`src/rtl/sweepPkg.sv`:
```
package sweepPkg;
  localparam int ADDR_W     = 7;
  localparam int MAP_W      = 1 << ADDR_W;
  localparam int COUNT_W    = $clog2(MAP_W + 1);
  localparam int SLOTS      = 9;
  localparam int SLOT_W     = $clog2(SLOTS + 1);
  localparam logic [ADDR_W-1:0] FIRST_ADDR = 7'h08;
  localparam logic [ADDR_W-1:0] LAST_ADDR  = 7'h77;
  localparam logic DIR_WRITE = 1'b0;

  typedef enum logic [2:0] {
    ST_IDLE, ST_BUSFREE, ST_START, ST_BITLO, ST_BITHI, ST_STOPLO, ST_STOPHI, ST_STOPREL
  } seqState_t;

  typedef struct packed {
    logic clearAll;
    logic nextBit;
    logic recordAck;
    logic nextAddr;
  } dpCmd_t;
endpackage

```
`src/rtl/sweepDatapath.sv`:
```
module sweepDatapath
  import sweepPkg::*;
#(
  parameter int SYNC_STAGES = 2
) (
  input  logic               clk,
  input  logic               rstN,
  input  dpCmd_t             cmd,
  input  logic               sclIn,
  input  logic               sdaIn,
  output logic               sclHigh,
  output logic               sdaHigh,
  output logic               txBit,
  output logic               lastBit,
  output logic               lastAddr,
  output logic [MAP_W-1:0]   presentMap,
  output logic [COUNT_W-1:0] foundCount
);
  logic [SYNC_STAGES-1:0] sclPipe, sdaPipe;
  logic [ADDR_W-1:0]      curAddr;
  logic [SLOT_W-1:0]      bitIdx;
  logic [7:0]             addrByte;
  logic [2:0]             bitSel;

  // line synchronizers; idle bus reads high
  generate
    if (SYNC_STAGES == 1) begin : g_sync1
      always_ff @(posedge clk or negedge rstN)
        if (!rstN) begin
          sclPipe <= '1;
          sdaPipe <= '1;
        end else begin
          sclPipe <= sclIn;
          sdaPipe <= sdaIn;
        end
    end else begin : g_syncN
      always_ff @(posedge clk or negedge rstN)
        if (!rstN) begin
          sclPipe <= '1;
          sdaPipe <= '1;
        end else begin
          sclPipe <= {sclPipe[SYNC_STAGES-2:0], sclIn};
          sdaPipe <= {sdaPipe[SYNC_STAGES-2:0], sdaIn};
        end
    end
  endgenerate

  assign sclHigh  = sclPipe[SYNC_STAGES-1];
  assign sdaHigh  = sdaPipe[SYNC_STAGES-1];
  assign addrByte = {curAddr, DIR_WRITE};
  assign bitSel   = 3'(SLOT_W'(7) - bitIdx);
  assign txBit    = (bitIdx < SLOT_W'(8)) ? addrByte[bitSel] : 1'b1;
  assign lastBit  = (bitIdx == SLOT_W'(SLOTS - 1));
  assign lastAddr = (curAddr == LAST_ADDR);

  always_ff @(posedge clk or negedge rstN) begin
    if (!rstN) begin
      curAddr    <= FIRST_ADDR;
      bitIdx     <= '0;
      presentMap <= '0;
      foundCount <= '0;
    end else if (cmd.clearAll) begin
      curAddr    <= FIRST_ADDR;
      bitIdx     <= '0;
      presentMap <= '0;
      foundCount <= '0;
    end else begin
      if (cmd.nextBit) bitIdx <= bitIdx + SLOT_W'(1);
      if (cmd.recordAck) begin
        presentMap[curAddr] <= !sdaHigh;
        if (!sdaHigh) foundCount <= foundCount + COUNT_W'(1);
      end
      if (cmd.nextAddr) begin
        curAddr <= curAddr + ADDR_W'(1);
        bitIdx  <= '0;
      end
    end
  end

  AST_ADDR_WINDOW: assert property (@(posedge clk) disable iff (!rstN)
    (curAddr >= FIRST_ADDR) && (curAddr <= LAST_ADDR));
  AST_MAP_EDGES_ZERO: assert property (@(posedge clk) disable iff (!rstN)
    (presentMap[7:0] == '0) && (presentMap[MAP_W-1:120] == '0));
  AST_COUNT_STEP: assert property (@(posedge clk) disable iff (!rstN)
    1'b1 |=> (foundCount == $past(foundCount)) || (foundCount == $past(foundCount) + COUNT_W'(1))
             || (foundCount == '0));
endmodule

```
`src/rtl/sweepCtrl.sv`:
```
module sweepCtrl
  import sweepPkg::*;
#(
  parameter int DIV_W     = 16,
  parameter int MIN_PHASE = 2
) (
  input  logic             clk,
  input  logic             rstN,
  input  logic             startPulse,
  input  logic [DIV_W-1:0] divisor,
  input  logic             sclHigh,
  input  logic             sdaHigh,
  input  logic             txBit,
  input  logic             lastBit,
  input  logic             lastAddr,
  output dpCmd_t           cmd,
  output logic             sclPullLow,
  output logic             sdaPullLow,
  output logic             busy,
  output logic             done
);
  seqState_t        state, nxt;
  logic [DIV_W-1:0] tmr, phaseLen;
  logic             tmrDone, load, sdaPullNext, finish;

  assign phaseLen = (divisor < DIV_W'(MIN_PHASE)) ? DIV_W'(MIN_PHASE) : divisor;
  assign tmrDone  = (tmr == '0);

  always_comb begin
    nxt = state;
    cmd = '0;
    load = 1'b0;
    finish = 1'b0;
    sclPullLow = 1'b0;
    sdaPullNext = 1'b0;
    unique case (state)
      ST_IDLE:
        if (startPulse) begin
          cmd.clearAll = 1'b1;
          nxt = ST_BUSFREE;
          load = 1'b1;
        end
      ST_BUSFREE:
        if (!sclHigh || !sdaHigh) load = 1'b1;
        else if (tmrDone) begin
          nxt = ST_START;
          load = 1'b1;
        end
      ST_START: begin
        sdaPullNext = 1'b1;
        if (tmrDone) begin
          nxt = ST_BITLO;
          load = 1'b1;
        end
      end
      ST_BITLO: begin
        sclPullLow = 1'b1;
        sdaPullNext = !txBit;
        if (tmrDone) begin
          nxt = ST_BITHI;
          load = 1'b1;
        end
      end
      ST_BITHI: begin
        sdaPullNext = !txBit;
        if (!sclHigh) load = 1'b1;
        else if (tmrDone) begin
          load = 1'b1;
          if (lastBit) begin
            cmd.recordAck = 1'b1;
            nxt = ST_STOPLO;
          end else begin
            cmd.nextBit = 1'b1;
            nxt = ST_BITLO;
          end
        end
      end
      ST_STOPLO: begin
        sclPullLow = 1'b1;
        sdaPullNext = 1'b1;
        if (tmrDone) begin
          nxt = ST_STOPHI;
          load = 1'b1;
        end
      end
      ST_STOPHI: begin
        sdaPullNext = 1'b1;
        if (!sclHigh) load = 1'b1;
        else if (tmrDone) begin
          nxt = ST_STOPREL;
          load = 1'b1;
        end
      end
      ST_STOPREL:
        if (tmrDone) begin
          if (lastAddr) begin
            nxt = ST_IDLE;
            finish = 1'b1;
          end else begin
            cmd.nextAddr = 1'b1;
            nxt = ST_BUSFREE;
            load = 1'b1;
          end
        end
      default: nxt = ST_IDLE;
    endcase
  end

  // data pull lags the clock pull by one cycle so the two never move together
  always_ff @(posedge clk or negedge rstN) begin
    if (!rstN) begin
      state      <= ST_IDLE;
      tmr        <= '0;
      sdaPullLow <= 1'b0;
      done       <= 1'b0;
    end else begin
      state      <= nxt;
      sdaPullLow <= sdaPullNext;
      if (load) tmr <= phaseLen - DIV_W'(1);
      else if (!tmrDone) tmr <= tmr - DIV_W'(1);
      if (cmd.clearAll) done <= 1'b0;
      else if (finish) done <= 1'b1;
    end
  end

  assign busy = (state != ST_IDLE);

  AST_SAMPLE_SCL_HIGH: assert property (@(posedge clk) disable iff (!rstN)
    cmd.recordAck |-> sclHigh);
  AST_SDA_MOVES_SCL_LOW: assert property (@(posedge clk) disable iff (!rstN)
    (!$stable(sdaPullLow) && !sclPullLow) |-> (state == ST_START || state == ST_STOPREL));
  AST_DONE_IDLE: assert property (@(posedge clk) disable iff (!rstN)
    done |-> !busy);
  AST_LOW_PHASE_LEN: assert property (@(posedge clk) disable iff (!rstN)
    (state == ST_BITLO && !tmrDone) |=> state == ST_BITLO);
endmodule

```
`src/rtl/addrSweeper.sv`:
```
module addrSweeper
  import sweepPkg::*;
#(
  parameter int DIV_W       = 16,
  parameter int SYNC_STAGES = 2
) (
  input  logic               clk,
  input  logic               rstN,
  input  logic               startPulse,
  input  logic [DIV_W-1:0]   divisor,
  input  logic               sclIn,
  input  logic               sdaIn,
  output logic               sclPullLow,
  output logic               sdaPullLow,
  output logic               busy,
  output logic               done,
  output logic [MAP_W-1:0]   presentMap,
  output logic [COUNT_W-1:0] foundCount
);
  dpCmd_t cmd;
  logic   sclHigh, sdaHigh, txBit, lastBit, lastAddr;

  sweepCtrl #(.DIV_W(DIV_W)) i_ctrl (
    .clk(clk), .rstN(rstN), .startPulse(startPulse), .divisor(divisor),
    .sclHigh(sclHigh), .sdaHigh(sdaHigh), .txBit(txBit), .lastBit(lastBit),
    .lastAddr(lastAddr), .cmd(cmd), .sclPullLow(sclPullLow),
    .sdaPullLow(sdaPullLow), .busy(busy), .done(done)
  );

  sweepDatapath #(.SYNC_STAGES(SYNC_STAGES)) i_dp (
    .clk(clk), .rstN(rstN), .cmd(cmd), .sclIn(sclIn), .sdaIn(sdaIn),
    .sclHigh(sclHigh), .sdaHigh(sdaHigh), .txBit(txBit), .lastBit(lastBit),
    .lastAddr(lastAddr), .presentMap(presentMap), .foundCount(foundCount)
  );
endmodule

```
`config.mk`:
```
export PLATFORM = sky130hd
export DESIGN_NAME = addrSweeper
export DESIGN_NICKNAME = d
export VERILOG_FILES = /design/src/rtl/sweepPkg.sv /design/src/rtl/sweepDatapath.sv /design/src/rtl/sweepCtrl.sv /design/src/rtl/addrSweeper.sv
export SDC_FILE = /design/constraint.sdc
export NUM_CORES = 1
export LEC_CHECK = 0
export BUFFER_PORTS_ARGS = -buffer_cell sky130_fd_sc_hd__buf_4
export CORE_ASPECT_RATIO = 0.8
export CORE_MARGIN = 8
export CORE_UTILIZATION = 50
export CTS_BUF_LIST = sky130_fd_sc_hd__clkbuf_4
export CTS_CLUSTER_DIAMETER = 120
export CTS_CLUSTER_SIZE = 24
export DETAILED_ROUTE_END_ITERATION = 12
export PLACE_DENSITY_LB_ADDON = 0.08
export SYNTH_ARGS = -nofsm -noshare
export SYNTH_HDL_FRONTEND = slang
export SYNTH_SLANG_ARGS = --single-unit
```
`constraint.sdc`:
```
create_clock -name clk -period 10.5 [get_ports clk]
set_clock_uncertainty 0.1 [all_clocks]
set_input_delay 1.05 -clock clk [delete_from_list [all_inputs] [get_ports clk]]
set_output_delay 1.05 -clock clk [all_outputs]
set_load 0.03 [all_outputs]
```
==> reports/qor.yml, run 1 <==
p_seq_share_pct: 38.4
rsz0062_at_grt: "no"
gp_congestion: 0.856
p_int_mw: 1.67
p_per_area_nw_per_um2: 315
cp_common_cell: "mux2_2"
pwr-share-comb_pct: 50.1
initial_core_util_pct: 50.6
cp.required_ns: 10.85
cp.arrival_ns: 5.82
ctsLongestPathBuffers: 2
syn_area_um2: 8690
regToRegSetupSlack_ns: 5.04
critPathLaunch: "i_ctrl.tmr[1]"
synthMuxAreaShare_pct: 2.39
synth_compound_area_share_pct: 24.5
fmax_mhz: 183
grt_pass1_vias: 7001
finalCritPeriodShare_pct: 52.0
syn_avg_cell_area_um2: 10.5
viasPerCell: 6.21
rr_worst_depth: 11
grt_max_degree: 111
cts.sinks: 172
critical_path_class: "reg -> reg"
maxCapViolations: 0
cts_made_buffers: 17
worstSetupEndpointType: "register"
vdd_drop_max_mv: 0.161
synth_edf_count: 0
rows: 43
rr_endpoint: "i_ctrl.tmr[14]"
hold_buffers: 0
fin_hold_ws_ns: 0.265
drive_above_1_share_pct: 24.9
cts-resized-gates: 0
fill_cells: 1453
fp.coreArea_um2: 17200
seq_area_frac_synth_pct: 49.6
grt_antenna_before_repair: 1
synth_ff_type: "dfrtp_1"
layout_common_cells: "dfrtp_1 (167), buf_4 (165), o31ai_1 (107), o211ai_1 (104), a21oi_1 (40)"
grt_pass1_wl_um: 37900
switching_power_mw: 1.51
wire_per_inst_um: 20.2
min_path_cells: 0
critPathTopFamily: "simple AND/OR/NAND/NOR gates"
pin_count: 161
async_flop_share_pct: 100
ctsHtreeMaxLevel: 4
timing.critical_path.buf_inv: 0
cp-start-kind: "register"
power_leakage_nw: 4.32
grt.overflow.total: 0
die_h_um: 134
cts.reportedPaths.clkPinSlew_ns: 0.15
drv_slew: 0
port_buffers: 160
ys_types: 63
synth_xor_xnor_area_share_pct: 2.82
route.detailed.drc: 0
min_from: "i_dp.sclPipe[0]"
dieArea_um2: 21900
clkPwrFrac_pct: 11.5
p_sw_share_pct: 47.5
slew_headroom_pct: 21.5
finalSetupViolations: 0
hp-class: "reg -> reg"
critPathMaxStageDelay_ns: 0.88
final_common_cell: "dfrtp_1"
synth-warning-count: 0
period_needed_ns: 5.46
finalSetupTns_ns: 0
crit_fanout: 20
first_pass_iters: 5
root_buffer: "clkbuf_4"
status: "finished clean"
post_cts_buffers: 0
synth_top_family_by_area: "compound AO/OA/AOI/OAI gates"
cts_tree: "done"
r2r-start: "i_ctrl.tmr[1]"
hold_violations: 0
ant_nets: 0
routed_wl_um: 23600
yosys.area_share.simple_pct: 14.5
vias: 7237
grtUsageTotal_pct: 21.4
die_w_um: 163
final_nets: 951
area_delta_synth_final_pct: 15.9
syn-num-nets: 851
worstHoldEndpoint: "i_dp.sclPipe[1]"
synthesis.instances: 826
dp_hpwl_um: 15400
clk_latency_ns: 0.57
synth-seq-cells: 172
first_iter_violations: 582
worst_path_max_delay_cell: "nand4_1"
worst_pin_slew_ns: 1.18
path_cells: "nor4_2 > nand4_1 > a211oi_4 > or2_1 > mux2i_1 > ha_1 > or3b_2 > nor4_1 > nand3_1 > mux2_2 > mux2_2"
synth_fa_ha_area_share_pct: 0.576
==> cell usage after synthesis, types with 4 or more instances <==
master    count  area share [%]
dfrtp_1     167              48
o31ai_1     107             9.2
o211ai_1    104             9.0
clkbuf_1     50             2.2
a21oi_1      40             2.3
nand2_1      36             1.6
o21ai_0      36             2.1
or3_1        35             2.5
nor2_1       29             1.3
nor3_1       19             1.1
xnor2_1      18             1.8
buf_2        15            0.86
mux2i_1      14             1.6
buf_6        12             1.6
nor4_1       12            0.86
xor2_1       10             1.0
inv_1         9            0.39
nand3_1       9            0.52
nand4_4       7             1.7
and2_1        6            0.43
nand4_1       6            0.43
nor2b_1       6            0.43
dfstp_2       5             1.5
buf_1         4            0.17
ha_1          4            0.58
mux2_2        4            0.52
nand3b_1      4            0.35
nand4_2       4            0.58
or4_1         4            0.35
==> worst max-delay path by stage <==
stage | to | cells after the start | slack (ns)
detailed placement | i_ctrl.tmr[14] | 11 | 5.14
finish | i_ctrl.tmr[14] | 11 | 5.04
global route | i_ctrl.tmr[14] | 11 | 4.70
CTS | i_ctrl.tmr[14] | 11 | 5.10
floorplan | i_ctrl.tmr[14] | 11 | 5.94
global placement | i_ctrl.tmr[14] | 11 | 5.27
==> routing by layer <==
metal | global-route usage (%) | part of all wire, %
met1 | 30.2 | 47
met2 | 32.2 | 45
met3 | 5.70 | 7.3
met4 | 5.39 | 0.73
met5 | 0 | 0
==> final cells by class <==
class	instances	area (um^2)	area share, %
inverter	9	33.8	0.335
sequential	172	4310	42.8
multi-input combinational	560	3940	39.1
timing repair buffer	166	1250	12.4
tap	225	282	2.79
clock inverter	14	128	1.27
clock buffer	18	135	1.34
antenna	1	2.50	0.0248
==> power groups by stage <==
stage	clock, mW	sequential, mW	combinational, mW
detailed placement	0	1.23	1.60
finish	0.367	1.22	1.59
CTS	0.375	1.22	1.60
floorplan	0	1.63	0.591
global route	0.401	1.26	1.71
global placement	0	1.21	1.58
==> stage by stage <==
| step | instance area (um^2) | setup WS [ns] | power (mW) | std cells | util [%] |
|---|---|---|---|---|---|
| floorplan | 8690 | 5.94 | 2.22 | 826 | - |
| global placement | 9810 | 5.27 | 2.79 | 1132 | 57.2 |
| detailed placement | 9810 | 5.14 | 2.83 | 1132 | 57.2 |
| CTS | 10100 | 5.10 | 3.20 | 1164 | 58.7 |
| global route | 10100 | 4.70 | 3.37 | 1165 | 58.7 |
| finish | 10100 | 5.04 | 3.18 | 1165 | 58.7 |
==> registers in the layout, summed over array words and instances (netlist names) <==
signal	flops
i_ctrl.state	3
i_dp.curAddr	7
i_dp.sdaPipe	2
i_ctrl.done	1
i_ctrl.tmr	16
i_dp.foundCount	8
i_dp.sclPipe	2
i_ctrl.sdaPullLow	1
i_dp.bitIdx	4
i_dp.presentMap	128
==> cells by family (layout without fill, tap and decap cells) <==
group,Yosys count,count (layout)
muxes,19,19
other,0,1
and+or+nand+nor,203,203
DFF,172,172
buffers and inverters,94,207
xor gates and xnor gates,28,28
AOI/OAI and AO/OA,306,306
adders and majority gates,4,4
==> worst reg2reg max path, cell delays in order, from the launching register on <==
cell and delay (ns):
dfrtp_1 0.44, nor4_2 0.50, nand4_1 0.88, a211oi_4 0.69, or2_1 0.66, mux2i_1 0.26
ha_1 0.26, or3b_2 0.54, nor4_1 0.34, nand3_1 0.14, mux2_2 0.28, mux2_2 0.25
Power figures use the tool's default switching activity.
==> run 2: changes to the inputs <==
- clock period: 10.5 -> 5.5 ns (I/O delays scaled with it)
==> run 2 against run 1 <==
  * Combinational power up 93%
  * Critical path type unchanged
  * Flip-flop and latch count unchanged
  * Utilization up 0.63 points
  * Largest cell class unchanged
  * Clock power up 110%
==> reports/qor.yml, run 2 (synthesis gave the netlist of run 1 again) <==
routed_wl_um: 23500  # -0.40%
drive_above_1_share_pct: 25.2  # +0.24 points
ant_nets: 0  # unchanged
rows: 43  # unchanged
critical_path_class: "reg -> reg"
finalInstanceArea_um2: 10200  # +1.1%
grtUsageTotal_pct: 21.4  # -0.059 points
final_common_cell: "buf_4"
p_seq_share_pct: 37.5  # -0.9 points
layout_common_cells: "buf_4 (169), dfrtp_1 (167), o31ai_1 (107), o211ai_1 (104), a21oi_1 (40)"
p_per_area_nw_per_um2: 606  # +92%
worst_pin_slew_ns: 1.14  # -0.0381 ns
dieArea_um2: 21900  # unchanged
viasPerCell: 6.11  # -1.7%
grt_antenna_before_repair: 0  # -1
grt_max_degree: 110  # -0.90%
met2_usage_pct: 31.3  # -0.92 points
finalCritPeriodShare_pct: 81.2  # +29 points
die_h_um: 134  # unchanged
area_delta_synth_final_pct: 17.2
fmax_mhz: 224  # +22%
top_register: "i_dp.presentMap"
grt_pass1_vias: 6918  # -1.2%
vias: 7153  # -1.2%
grt.overflow.total: 0  # unchanged
cts_tree: "done"
pin_count: 161  # unchanged
r2r-start: "i_ctrl.tmr[1]"
cp.required_ns: 5.85  # -5.00 ns
hp-class: "in -> reg"
port_buffers: 160  # unchanged
p_int_mw: 3.28  # +97%
first_pass_iters: 5  # unchanged
status: "finished clean"
largest_reg_flops: 128  # unchanged
ctsHtreeMaxLevel: 4  # unchanged
power_mw: 6.17  # +94%
cts_made_buffers: 17  # unchanged
place_inst: 1136  # +0.35%
top_regs: "i_dp.presentMap: 128 flops, i_ctrl.tmr: 16 flops, i_dp.foundCount: 8 flops"
cts.reportedPaths.clkPinSlew_ns: 0.14  # about the same
root_buffer: "clkbuf_4"
busiest_layer: "met2"
final_nets: 958  # +0.74%
cts.sinks: 172  # unchanged
critPathLaunch: "i_ctrl.tmr[1]"
pwr-share-comb_pct: 49.7  # -0.4 points
power_leakage_nw: 4.37  # +1.3%
postPlaceCellArea_um2: 9840  # +0.31%
switching_power_mw: 2.89  # +92%
gr-usage-met3_pct: 6.03  # +0.34 points
fp.coreArea_um2: 17200  # unchanged
cp.arrival_ns: 4.81  # -1.01 ns
maxCapViolations: 0  # unchanged
crit_fanout: 16  # -20%
drv_slew: 0  # unchanged
dp_hpwl_um: 15800  # +2.2%
finalSetupTns_ns: 0  # unchanged
grt_pass1_wl_um: 37900  # -0.20%
grt_use_met1_pct: 30.5  # +0.31 points
worstSetupEndpointType: "register"
wire_per_inst_um: 20.0  # -0.91%
first_iter_violations: 629  # +8.1%
die_w_um: 163  # unchanged
clk_latency_ns: 0.57  # about the same
vdd_drop_max_mv: 0.299  # +85%
min_from: "divisor[15]"
initial_core_util_pct: 50.6  # unchanged
stdcell_count: 1171  # +0.52%
ctsLongestPathBuffers: 2  # unchanged
route.detailed.drc: 0  # unchanged
n_antenna_cell: 0  # -1
p_sw_share_pct: 46.8  # -0.66 points
cts-resized-gates: 0  # unchanged
gp_congestion: 0.840  # -1.9%
finalSetupViolations: 0  # unchanged
period_needed_ns: 4.46  # -1.00 ns
rsz0062_at_grt: "no"
hold_violations: 0  # unchanged
slew_headroom_pct: 24.0  # +2.5 points
clkPwrFrac_pct: 12.7  # +1.2 points
cp-start-kind: "register"
## run 2: worst max-delay path, stage by stage (launching register included)
cell,delay (ns)
dfrtp_1,0.44
nor4_2,0.53
nand4_1,0.20
buf_4,0.25
o21ai_4,0.35
or2_1,0.16
buf_4,0.24
mux2i_1,0.22
ha_1,0.28
or3b_2,0.53
nor4_1,0.37
nand3_1,0.15
mux2_2,0.29
mux2_2,0.25
## run 2: layout make-up
cell class / count / area, um^2
Clock buffer: 18 / 135
Clock inverter: 14 / 178
Fill cell: 1462 / 6980
Multi-Input combinational cell: 560 / 3940
Timing Repair Buffer: 173 / 1310
Inverter: 9 / 33.8
Sequential cell: 172 / 4310
Tap cell: 225 / 282
## run 2: metrics by stage
stage	hold WS [ns]	utilization (%)	setup WS, ns
4_1_cts	0.123	59.3	1.09
5_1_grt	0.153	59.3	0.653
2_1_floorplan	0.154	-	1.44
3_3_place_gp	0.244	57.3	1.16
6_report	0.189	59.3	1.04
3_5_place_dp	0.243	57.3	1.07
## run 2: final timing paths
kind                            slack, ns                  end  cells after the start
worst max-delay path                 1.04       i_ctrl.tmr[14]                     13
worst min-delay path                 0.19       i_ctrl.tmr[15]                      3
worst max register to register       1.04       i_ctrl.tmr[14]                     13
worst min register to register       0.27      i_dp.sclPipe[1]                      0
max in group asynchronous            3.81  i_dp.presentMap[14]                      3
min in group asynchronous            0.21        i_ctrl.tmr[5]                      2
## run 2: routing by layer
layer / up-vias / part of all wire, %
met3: 28 / 7.7
met2: 240 / 44
met1: 3502 / 47
met4: 0 / 1.4
li1: 3383 / -
met5: - / 0
## run 2: power groups by stage
| stage | logic [mW] | clock network, mW | registers (mW) |
|---|---|---|---|
| global route | 3.30 | 0.859 | 2.40 |
| floorplan | 1.13 | 0 | 3.11 |
| detailed placement | 3.08 | 0 | 2.34 |
| finish | 3.07 | 0.786 | 2.32 |
| CTS | 3.09 | 0.804 | 2.31 |
| global placement | 3.03 | 0 | 2.31 |
## run 2: timing repair
item / in CTS / in global routing
endpoints found under the hold margin: 7 / 0
hold buffers: 3 / 0
buffers inserted: 0 / 0
